**config.mk**
```make
export PLATFORM = sky130hd
export DESIGN_NAME = offset_cal_seq
export DESIGN_NICKNAME = d
export VERILOG_FILES = /design/src/rtl/cal_pkg.sv /design/src/rtl/cal_timer.sv /design/src/rtl/cal_offset_acc.sv /design/src/rtl/cal_corrector.sv /design/src/rtl/offset_cal_seq.sv
export SDC_FILE = /design/constraint.sdc
export NUM_CORES = 1
export LEC_CHECK = 0
export CAP_MARGIN = 20
export CORE_UTILIZATION = 50
export CTS_BUF_LIST = sky130_fd_sc_hd__clkbuf_16
export DETAILED_ROUTE_END_ITERATION = 6
export DONT_BUFFER_PORTS = 1
export PLACE_DENSITY = 0.68
export SYNTH_ARGS = -nofsm -noshare
export SYNTH_HDL_FRONTEND = slang
export SYNTH_SLANG_ARGS = --single-unit
```
**constraint.sdc**
```tcl
create_clock -name clk -period 3.4 [get_ports clk]
set_input_delay 0.17 -clock clk [delete_from_list [all_inputs] [get_ports clk]]
set_output_delay 0.17 -clock clk [all_outputs]
set_load 0.005 [all_outputs]
```
**src/rtl/cal_pkg.sv**
```systemverilog
package cal_pkg;
  typedef struct packed {
    logic dbl;
    logic slv;
  } cal_mode_t;
endpackage

```
**src/rtl/cal_timer.sv**
```systemverilog
module cal_timer
  import cal_pkg::*;
#(
  parameter int CAL_NORM   = 8704,
  parameter int VALID_NORM = 8960,
  parameter int WIN        = 64,
  parameter int CNT_W      = 16
) (
  input  logic      clk,
  input  logic      rst,
  input  logic      tick,
  input  cal_mode_t mode_in,
  output logic      busy,
  output logic      valid,
  output logic      in_win
);
  localparam logic [CNT_W-1:0] CAL1 = CNT_W'(CAL_NORM);
  localparam logic [CNT_W-1:0] CAL2 = CNT_W'(2 * CAL_NORM);
  localparam logic [CNT_W-1:0] VLD1 = CNT_W'(VALID_NORM);
  localparam logic [CNT_W-1:0] VLD2 = CNT_W'(2 * VALID_NORM);
  localparam logic [CNT_W-1:0] WINC = CNT_W'(WIN);

  cal_mode_t        mode_q;
  logic [CNT_W-1:0] cnt_q;
  logic [CNT_W-1:0] cnt_inc;
  logic [CNT_W-1:0] cal_len;
  logic [CNT_W-1:0] vld_len;
  logic             busy_q;
  logic             valid_q;
  logic             run_q;

  always_comb begin
    cal_len = (mode_q.dbl ? CAL2 : CAL1) + {{(CNT_W-1){1'b0}}, mode_q.slv};
    vld_len = (mode_q.dbl ? VLD2 : VLD1) + {{(CNT_W-1){1'b0}}, mode_q.slv};
    cnt_inc = cnt_q + 1'b1;
  end

  always_ff @(posedge clk) begin
    if (rst) begin
      mode_q  <= mode_in;
      cnt_q   <= '0;
      busy_q  <= 1'b1;
      valid_q <= 1'b0;
      run_q   <= 1'b0;
    end else begin
      run_q <= 1'b1;
      if (tick && !valid_q) begin
        cnt_q <= cnt_inc;
        if (cnt_inc == cal_len) busy_q  <= 1'b0;
        if (cnt_inc == vld_len) valid_q <= 1'b1;
      end
    end
  end

  assign busy   = busy_q;
  assign valid  = valid_q;
  assign in_win = busy_q && (cnt_q >= cal_len - WINC);


  busy_fall_only_chk: assert property (@(posedge clk) disable iff (rst)
    !busy_q |=> !busy_q);

  valid_hold_chk: assert property (@(posedge clk) disable iff (rst)
    valid_q |=> valid_q);

  valid_after_busy_chk: assert property (@(posedge clk) disable iff (rst)
    valid_q |-> !busy_q);

  mode_stable_chk: assert property (@(posedge clk) disable iff (rst)
    run_q |=> $stable(mode_q));
endmodule

```
**src/rtl/cal_offset_acc.sv**
```systemverilog
module cal_offset_acc #(
  parameter int DW       = 24,
  parameter int AVG_LOG2 = 4
) (
  input  logic          clk,
  input  logic          rst,
  input  logic          take,
  input  logic [DW-1:0] sample,
  output logic [DW-1:0] offset
);
  localparam int ACC_W = DW + AVG_LOG2;
  localparam int N_W   = AVG_LOG2 + 1;
  localparam logic [N_W-1:0] N_LAST = N_W'(1 << AVG_LOG2);

  logic signed [ACC_W-1:0] acc_q;
  logic signed [ACC_W-1:0] acc_nx;
  logic signed [ACC_W-1:0] mean;
  logic        [N_W-1:0]   n_q;
  logic                    done_q;
  logic        [DW-1:0]    off_q;

  always_comb begin
    acc_nx = acc_q + ACC_W'($signed(sample));
    mean   = acc_nx >>> AVG_LOG2;
  end

  always_ff @(posedge clk) begin
    if (rst) begin
      acc_q  <= '0;
      n_q    <= '0;
      done_q <= 1'b0;
      off_q  <= '0;
    end else if (take && !done_q) begin
      acc_q <= acc_nx;
      n_q   <= n_q + 1'b1;
      if (n_q + 1'b1 == N_LAST) begin
        done_q <= 1'b1;
        off_q  <= mean[DW-1:0];
      end
    end
  end

  assign offset = off_q;


  offset_hold_chk: assert property (@(posedge clk) disable iff (rst)
    done_q |=> $stable(off_q));

  count_bound_chk: assert property (@(posedge clk) disable iff (rst)
    n_q <= N_LAST);
endmodule

```
**src/rtl/cal_corrector.sv**
```systemverilog
module cal_corrector #(
  parameter int DW   = 24,
  parameter int CH_W = 1
) (
  input  logic            clk,
  input  logic            rst,
  input  logic            stb,
  input  logic [CH_W-1:0] ch,
  input  logic [DW-1:0]   raw,
  input  logic [DW-1:0]   off,
  input  logic            valid,
  output logic            out_stb,
  output logic [CH_W-1:0] out_ch,
  output logic [DW-1:0]   out_data
);
  localparam int SW = DW + 1;
  localparam logic [DW-1:0] POS_MAX = {1'b0, {(DW-1){1'b1}}};
  localparam logic [DW-1:0] NEG_MIN = {1'b1, {(DW-1){1'b0}}};

  logic signed [SW-1:0] diff;
  logic        [DW-1:0] clamped;
  logic                 stb_q;
  logic [CH_W-1:0]      ch_q;
  logic [DW-1:0]        data_q;

  always_comb begin
    diff = $signed({raw[DW-1], raw}) - $signed({off[DW-1], off});
    if (diff[SW-1] != diff[SW-2])
      clamped = diff[SW-1] ? NEG_MIN : POS_MAX;
    else
      clamped = diff[DW-1:0];
  end

  always_ff @(posedge clk) begin
    if (rst) begin
      stb_q  <= 1'b0;
      ch_q   <= '0;
      data_q <= '0;
    end else begin
      stb_q <= stb;
      if (stb) begin
        ch_q   <= ch;
        data_q <= valid ? clamped : '0;
      end
    end
  end

  assign out_stb  = stb_q;
  assign out_ch   = ch_q;
  assign out_data = data_q;


  stb_follow_chk: assert property (@(posedge clk) disable iff (rst)
    stb |=> (out_stb && out_ch == $past(ch)));

  no_stb_chk: assert property (@(posedge clk) disable iff (rst)
    !stb |=> !out_stb);

  zero_before_valid_chk: assert property (@(posedge clk) disable iff (rst)
    (stb && !valid) |=> out_data == '0);
endmodule

```
**src/rtl/offset_cal_seq.sv**
```systemverilog
module offset_cal_seq
  import cal_pkg::*;
#(
  parameter int DW         = 24,
  parameter int NCH        = 2,
  parameter int CAL_NORM   = 8704,
  parameter int VALID_NORM = 8960,
  parameter int WIN        = 64,
  parameter int AVG_LOG2   = 4
) (
  input  logic                   clk,
  input  logic                   rst,
  input  logic                   speed_dbl,
  input  logic                   is_slave,
  input  logic                   tick,
  input  logic                   ref_sel,
  input  logic                   smp_stb,
  input  logic [$clog2(NCH)-1:0] smp_ch,
  input  logic [DW-1:0]          smp_raw,
  input  logic [DW-1:0]          smp_ref,
  output logic                   out_stb,
  output logic [$clog2(NCH)-1:0] out_ch,
  output logic [DW-1:0]          out_data,
  output logic                   busy,
  output logic                   valid
);
  localparam int CH_W  = $clog2(NCH);
  localparam int CNT_W = $clog2(2 * VALID_NORM + 2) + 1;

  cal_mode_t     mode_in;
  logic          in_win;
  logic [DW-1:0] meas;
  logic [DW-1:0] offs [NCH];
  logic [DW-1:0] off_sel;

  assign mode_in = '{dbl: speed_dbl, slv: is_slave};
  assign meas    = ref_sel ? smp_raw : smp_ref;
  assign off_sel = offs[smp_ch];

  cal_timer #(
    .CAL_NORM(CAL_NORM), .VALID_NORM(VALID_NORM), .WIN(WIN), .CNT_W(CNT_W)
  ) u_timer (
    .clk(clk), .rst(rst), .tick(tick), .mode_in(mode_in),
    .busy(busy), .valid(valid), .in_win(in_win)
  );

  for (genvar c = 0; c < NCH; c++) begin : g_ch
    cal_offset_acc #(.DW(DW), .AVG_LOG2(AVG_LOG2)) u_acc (
      .clk(clk), .rst(rst),
      .take(smp_stb && in_win && (smp_ch == CH_W'(c))),
      .sample(meas), .offset(offs[c])
    );
  end

  cal_corrector #(.DW(DW), .CH_W(CH_W)) u_corr (
    .clk(clk), .rst(rst), .stb(smp_stb), .ch(smp_ch), .raw(smp_raw),
    .off(off_sel), .valid(valid),
    .out_stb(out_stb), .out_ch(out_ch), .out_data(out_data)
  );


  reset_idle_chk: assert property (@(posedge clk)
    rst |=> (busy && !valid && !out_stb && out_data == '0));
endmodule

```
Word level (Yosys, flattened, before mapping)
Index checks and enable logic that the tools add are counted.
{ "op_classes": {"addsub": 9, "n_lt_le_gt_ge": 2, "eq_ne": 5, "muxes": 9, "n_bitwise": 2, "reduce_logical": 14} }
{ "ops": {"columns": ["operator", "n"], "rows": [
  ["$mux 24", 7],
  ["$add 28x24->28", 2],
  ["$add 16x1->16", 2],
  ["$eq 16x16->1", 2],
  ["$mux 15", 2],
  ["$sub 24x24->25", 1],
  ["$add 16x1->16 const B", 1],
  ["$ge 16x16->1", 1],
  ["$sub 16x7->16 const B", 1],
  ["$add 5x1->5 const B", 2],
  ["$eq 5x5->1 const B", 2],
  ["$reduce_and 2->1", 4],
  ["$logic_and 1x1->1", 7],
  ["$logic_not 1->1", 3],
  ["$ge 2x2->1 const B", 1],
  ["$not 1->2", 1],
  ["$ne 1x1->1", 1],
  ["$not 1->1", 1]
]} }
{ "word_totals": {"ff_bits": 162, "in_bits": 56, "out_inout_bits": 28, "wordCells": 57} }

Depth between registers and ports, before layout
{ "logic_depth": {"depth_word": 9, "mapped_depth": 16, "mapped_depth_nobuf": 13} }

Hierarchy
From an unflattened synthesis, not the netlist that was laid out.
{ "hier_totals": {"cells_unflattened": 1532, "hier_area_um2": 12253.0} }
{ "modules_own_cells": {"columns": ["module", "n_inst", "cells_per_inst", "area_per_inst_um2", "seq_area_each_um2"], "rows": [
  ["cal_offset_acc (g_ch[0].u_acc)", 1, 496, 3817.4, 1161.1],
  ["cal_offset_acc (g_ch[1].u_acc)", 1, 496, 3816.2, 1161.1],
  ["cal_corrector", 1, 319, 2414.8, 520.5],
  ["cal_timer", 1, 165, 1408.9, 420.4],
  ["offset_cal_seq", 1, 56, 795.8, 0.0]
]} }

Least setup slack after synthesis
OpenSTA, ideal clock, no wires.
{ "synth_path": {"kind": "input port to flip-flop", "from": "input port smp_ch", "to": "register u_corr.data_q[16] (netlist: u_corr.out_data[16])", "setup_ns": 0.130, "arrival_ns": 3.441, "required_time_ns": 3.270, "slack_ns": -0.171, "path_stages": 13, "path_buffers": 3, "path_cell_list": "clkbuf_1 buf_1 mux2i_1 ha_1 a2111o_1 o22a_1 a211oi_1 o31a_1 nand2_1 o2111a_1 nand2_1 clkbuf_1 o21ai_0"} }
{ "synth_via": {"elab_chain_cells": 8, "word_cells_on_any_way": 9, "classes_between": "add/sub (1); eq/ne (1); mux (6); bitwise (1)"} }
{ "synth_rtl": {"columns": ["item", "line", "source"], "rows": [
  ["from (decl)", "offset_cal_seq.sv:18", "input logic [$clog2(NCH)-1:0] smp_ch,"],
  ["$not 1->2 (not written as such) *", "offset_cal_seq.sv:38", "assign off_sel = offs[smp_ch];"],
  ["$mux 24 (not written as such) * (3 in a row)", "offset_cal_seq.sv:38", null],
  ["$sub 24x24->25 *", "cal_corrector.sv:27", "diff = $signed({raw[DW-1], raw}) - $signed({off[DW-1], off});"],
  ["$mux 24 or $ne 1x1->1 (tied branches)", "cal_corrector.sv:29, cal_corrector.sv:28", null],
  ["$mux 24 *", "cal_corrector.sv:28", "if (diff[SW-1] != diff[SW-2])"],
  ["$mux 24 *", "cal_corrector.sv:43", "data_q <= valid ? clamped : '0;"],
  ["to (signal assigned)", "cal_corrector.sv:43", null],
  ["to (decl)", "cal_corrector.sv:24", "logic [DW-1:0] data_q;"]
]} }
Every way passes the cells marked *; elsewhere a longest branch is shown, timed or not. The select of a mux whose other input is x is not followed.
A chain may end at the register's enable or synchronous reset.

Worst setup path after layout
{ "layout_path": {"from": "register g_ch[1].u_acc.off_q[0]", "to": "register u_corr.data_q[18] (netlist: u_corr.out_data[18])"} }
{ "layout_via": {"elab_chain_cells": 7, "word_cells_on_any_way": 8, "classes_between": "add/sub (1); eq/ne (1); mux (6)"} }
{ "layout_rtl": {"columns": ["item", "line", "source"], "rows": [
  ["from (decl)", "cal_offset_acc.sv:20", "logic [DW-1:0] off_q;"],
  ["from (signal assigned)", "cal_offset_acc.sv:38", "off_q <= mean[DW-1:0];"],
  ["$mux 24 (not written as such) * (3 in a row)", "offset_cal_seq.sv:38", null],
  ["$sub 24x24->25 *", "cal_corrector.sv:27", null],
  ["$mux 24 or $ne 1x1->1 (tied branches)", "cal_corrector.sv:29, cal_corrector.sv:28", null],
  ["$mux 24 *", "cal_corrector.sv:28", null],
  ["$mux 24 *", "cal_corrector.sv:43", null]
]} }
Marks and branches as above.

==> results.ini <==
[timing]
finalWorstSetupSlack_ns=0.2666
min_period_over_period=0.9216
tightestPinTransition_ns=0.8865
slew_viol_final=0
finalHoldViolCount=0
rsz0062_at_grt=no
slew_headroom=0.4068
min_period_ns=3.133
clock.fmax_mhz=319.1
setup_tns_ns=0
finalSetupViolCount=0
clock_skew_ns=0.009711

[power_and_ir_drop]
p_per_area_nw_per_um2=376.6
p_leak_nw=4.537
ir_drop_v=0.0002557

[global_route]
overflow=0
grt_antenna_before_repair=0
grt_pass1_vias=8202
grt_pass1_wl_mm=42.52
grtUsageTotal=0.2446
grt_max_degree=141

[cells_and_area]
drive_above_1_share=0.06098
syn2layout_area_growth_pct=8.133
seq_area_um2=3263
multi_input_area_um2=7038
nets=1445
diodes=0
num-fill-cells=1976

[clocking]
cts_setup_buffers=0
clock-sinks=162
path_clk_slew_ns=0.06
cts_root_buf=clkbuf_16
clk_latency_ns=0.43
cts_tree=yes
cts_max_path_buffers=2
cts_buffers=17
cts_htree_levels=4

[setup_path]
worstSetupStartpointType=flop
cp_slowest_stage_delay_ns=0.41
end_kind=flop
cp_common_cell=a21oi_1
crit_fanout=23
crit_family=compound AO/OA/AOI/OAI gates
crit_slowest_cell=fa_1
cp_num_buf_inv=1
worstPathRequired_ns=3.76
critPathKind=reg2reg
critPathArrivalTime_ns=3.49
crit_chain=mux2_2 > ha_1 > fa_1 > nor2b_1 > o21ai_1 > a21oi_1 > o22a_1 > a211oi_1 > o31a_1 > nor2_1 > xnor2_1 > buf_4 > o21ai_0 > a21oi_1

[min_path]
hold_path.class=in2reg

[route]
num_vias=9268
drtAntennaViolNets=0
vias_per_cell=5.840
drc=0
wl_mm=26.66
drt_iter0_drc=689
first_pass_iters=5
wl_per_cell_um=16.80

[floorplan]
die_h_um=147.9
die_area_um2=21880
die_x_um=147.9
start_util=0.5080
core_um2=20960
core.rowCount=53
io_pins=84

[run]
drv_cap=0

[synth]
post_synth.cell_area_avg_um2=8.010
syn_nets=1475
synth_top_cell_area_share=0.3009
async_reset_ff_frac=0
ys.flop_type=dfxtp_1
syn_inst=1329
ys_warn_count=0
ys_types=69
ys_seq_area_frac=0.3065
synth_commonest_cells=nand2_1, dfxtp_1, a21oi_1
yosysMostFrequentCell=nand2_1
yosysTopAreaCell=dfxtp_1
syn_area_um2=10650
yosys_register_bits=162
synth.area.top_cells=dfxtp_1, ha_1, nand2_1
synth_enable_flop_cells=2

[placed_design]
place_congestion=0.9165
place_ws_ns=0.2269
port_buffers=0
dp_hpwl_mm=19.58

[run_status]
status=finished clean

per-stage QoR:
stage	instances	util	area [um2]	hold WS, ns	power (W)
after floorplan	1329	-	10650	0.2689	0.002351
after global placement	1548	0.5170	10830	0.2497	0.002414
after detailed placement	1548	0.5170	10830	0.2523	0.002416
after CTS	1587	0.5491	11510	0.01052	0.004368
after global routing	1587	0.5493	11510	0.07479	0.004506
final	1587	0.5493	11510	0.02067	0.004335
where the power goes:
group / switching, W / leakage (nW) / internal, W
combinational: 0.000304 / 2.95 / 0.000202
sequential: 0.00000688 / 1.31 / 0.00191
clock: 0.000826 / 0.279 / 0.00109
worst paths after layout:
path,end,depth (start not counted),start,slack [ns]
max,u_corr.out_data[18]$_SDFFE_PP0P_,14,g_ch[1].u_acc.offset[0]$_SDFFE_PP0P_,0.27
min,g_ch[1].u_acc.acc_q[24]$_SDFFE_PP0P_,3,rst,0.02
min reg2reg,g_ch[0].u_acc.offset[16]$_SDFFE_PP0P_,2,g_ch[0].u_acc.offset[16]$_SDFFE_PP0P_,0.45
max reg2reg,u_corr.out_data[18]$_SDFFE_PP0P_,14,g_ch[1].u_acc.offset[0]$_SDFFE_PP0P_,0.27
metal layers:
metal  global-route usage  wire [um]  vias to the layer above
met5                    0          0                        -
met4              0.07784        426                        0
met3              0.03673       1616                       33
met2               0.3712      11760                      243
met1               0.3530      12850                     4324
li1                     -          -                     4668
what timing repair did:
item,4_1_cts,5_1_grt
hold endpoints to repair,142,0
hold buffers,7,0
setup endpoints to repair,0,4
resized for setup,0,2
cells in the final DEF, fill, tap and decap left out, types with 13 or more instances in the layout:
master	instances
nand2_1	198
nand4_1	19
xnor2_1	57
clkbuf_16	17
a21oi_1	146
xor2_1	39
mux2i_1	43
a31oi_1	14
o21ai_0	60
ha_1	87
inv_1	22
nand3_1	29
o21a_1	13
a21o_1	42
a211oi_1	30
nor2b_1	17
nor2_1	120
mux2_2	25
dfxtp_1	160
registers in the layout, indices dropped and copies added, names as in the netlist:
register / flops
u_timer.mode_q: 2
u_timer.busy: 1
g_ch.u_acc.offset: 48
u_corr.out_ch: 1
g_ch.u_acc.n_q: 10
u_corr.out_stb: 1
g_ch.u_acc.acc_q: 56
u_corr.out_data: 24
u_timer.cnt_q: 16
u_timer.valid: 1
g_ch.u_acc.done_q: 2
worst register-to-register path: stages, from the launching register on:
cell      delay [ns]
dfxtp_1         0.31
mux2_2          0.27
ha_1            0.21
fa_1            0.41
nor2b_1         0.12
o21ai_1         0.07
a21oi_1         0.21
o22a_1          0.22
a211oi_1        0.14
o31a_1          0.30
nor2_1          0.14
xnor2_1         0.13
buf_4           0.25
o21ai_0         0.14
a21oi_1         0.15
cell type report:
type,instances,area share
clock inverters,15,0.01391
repair buffers,20,0.01717
clock buffers,17,0.03696
multi-input cells,1076,0.6114
flip-flops and latches,162,0.2835
inverters,22,0.007174
well taps,275,0.02989
kinds of logic (layout without fill, tap and decap cells):
group / count (synthesis) / in the layout / share of synthesized area
AND/OR/NAND/NOR: 452 / 452 / 0.1890
AO/OA/AOI/OAI: 368 / 368 / 0.2150
flip-flops: 162 / 162 / 0.3065
XOR/XNOR: 97 / 97 / 0.08110
buffers and inverters: 91 / 74 / 0.03268
adder cells (fa/ha/maj): 90 / 90 / 0.1079
multiplexers: 69 / 69 / 0.06782
No activity file was read; power rests on OpenSTA's default activity.
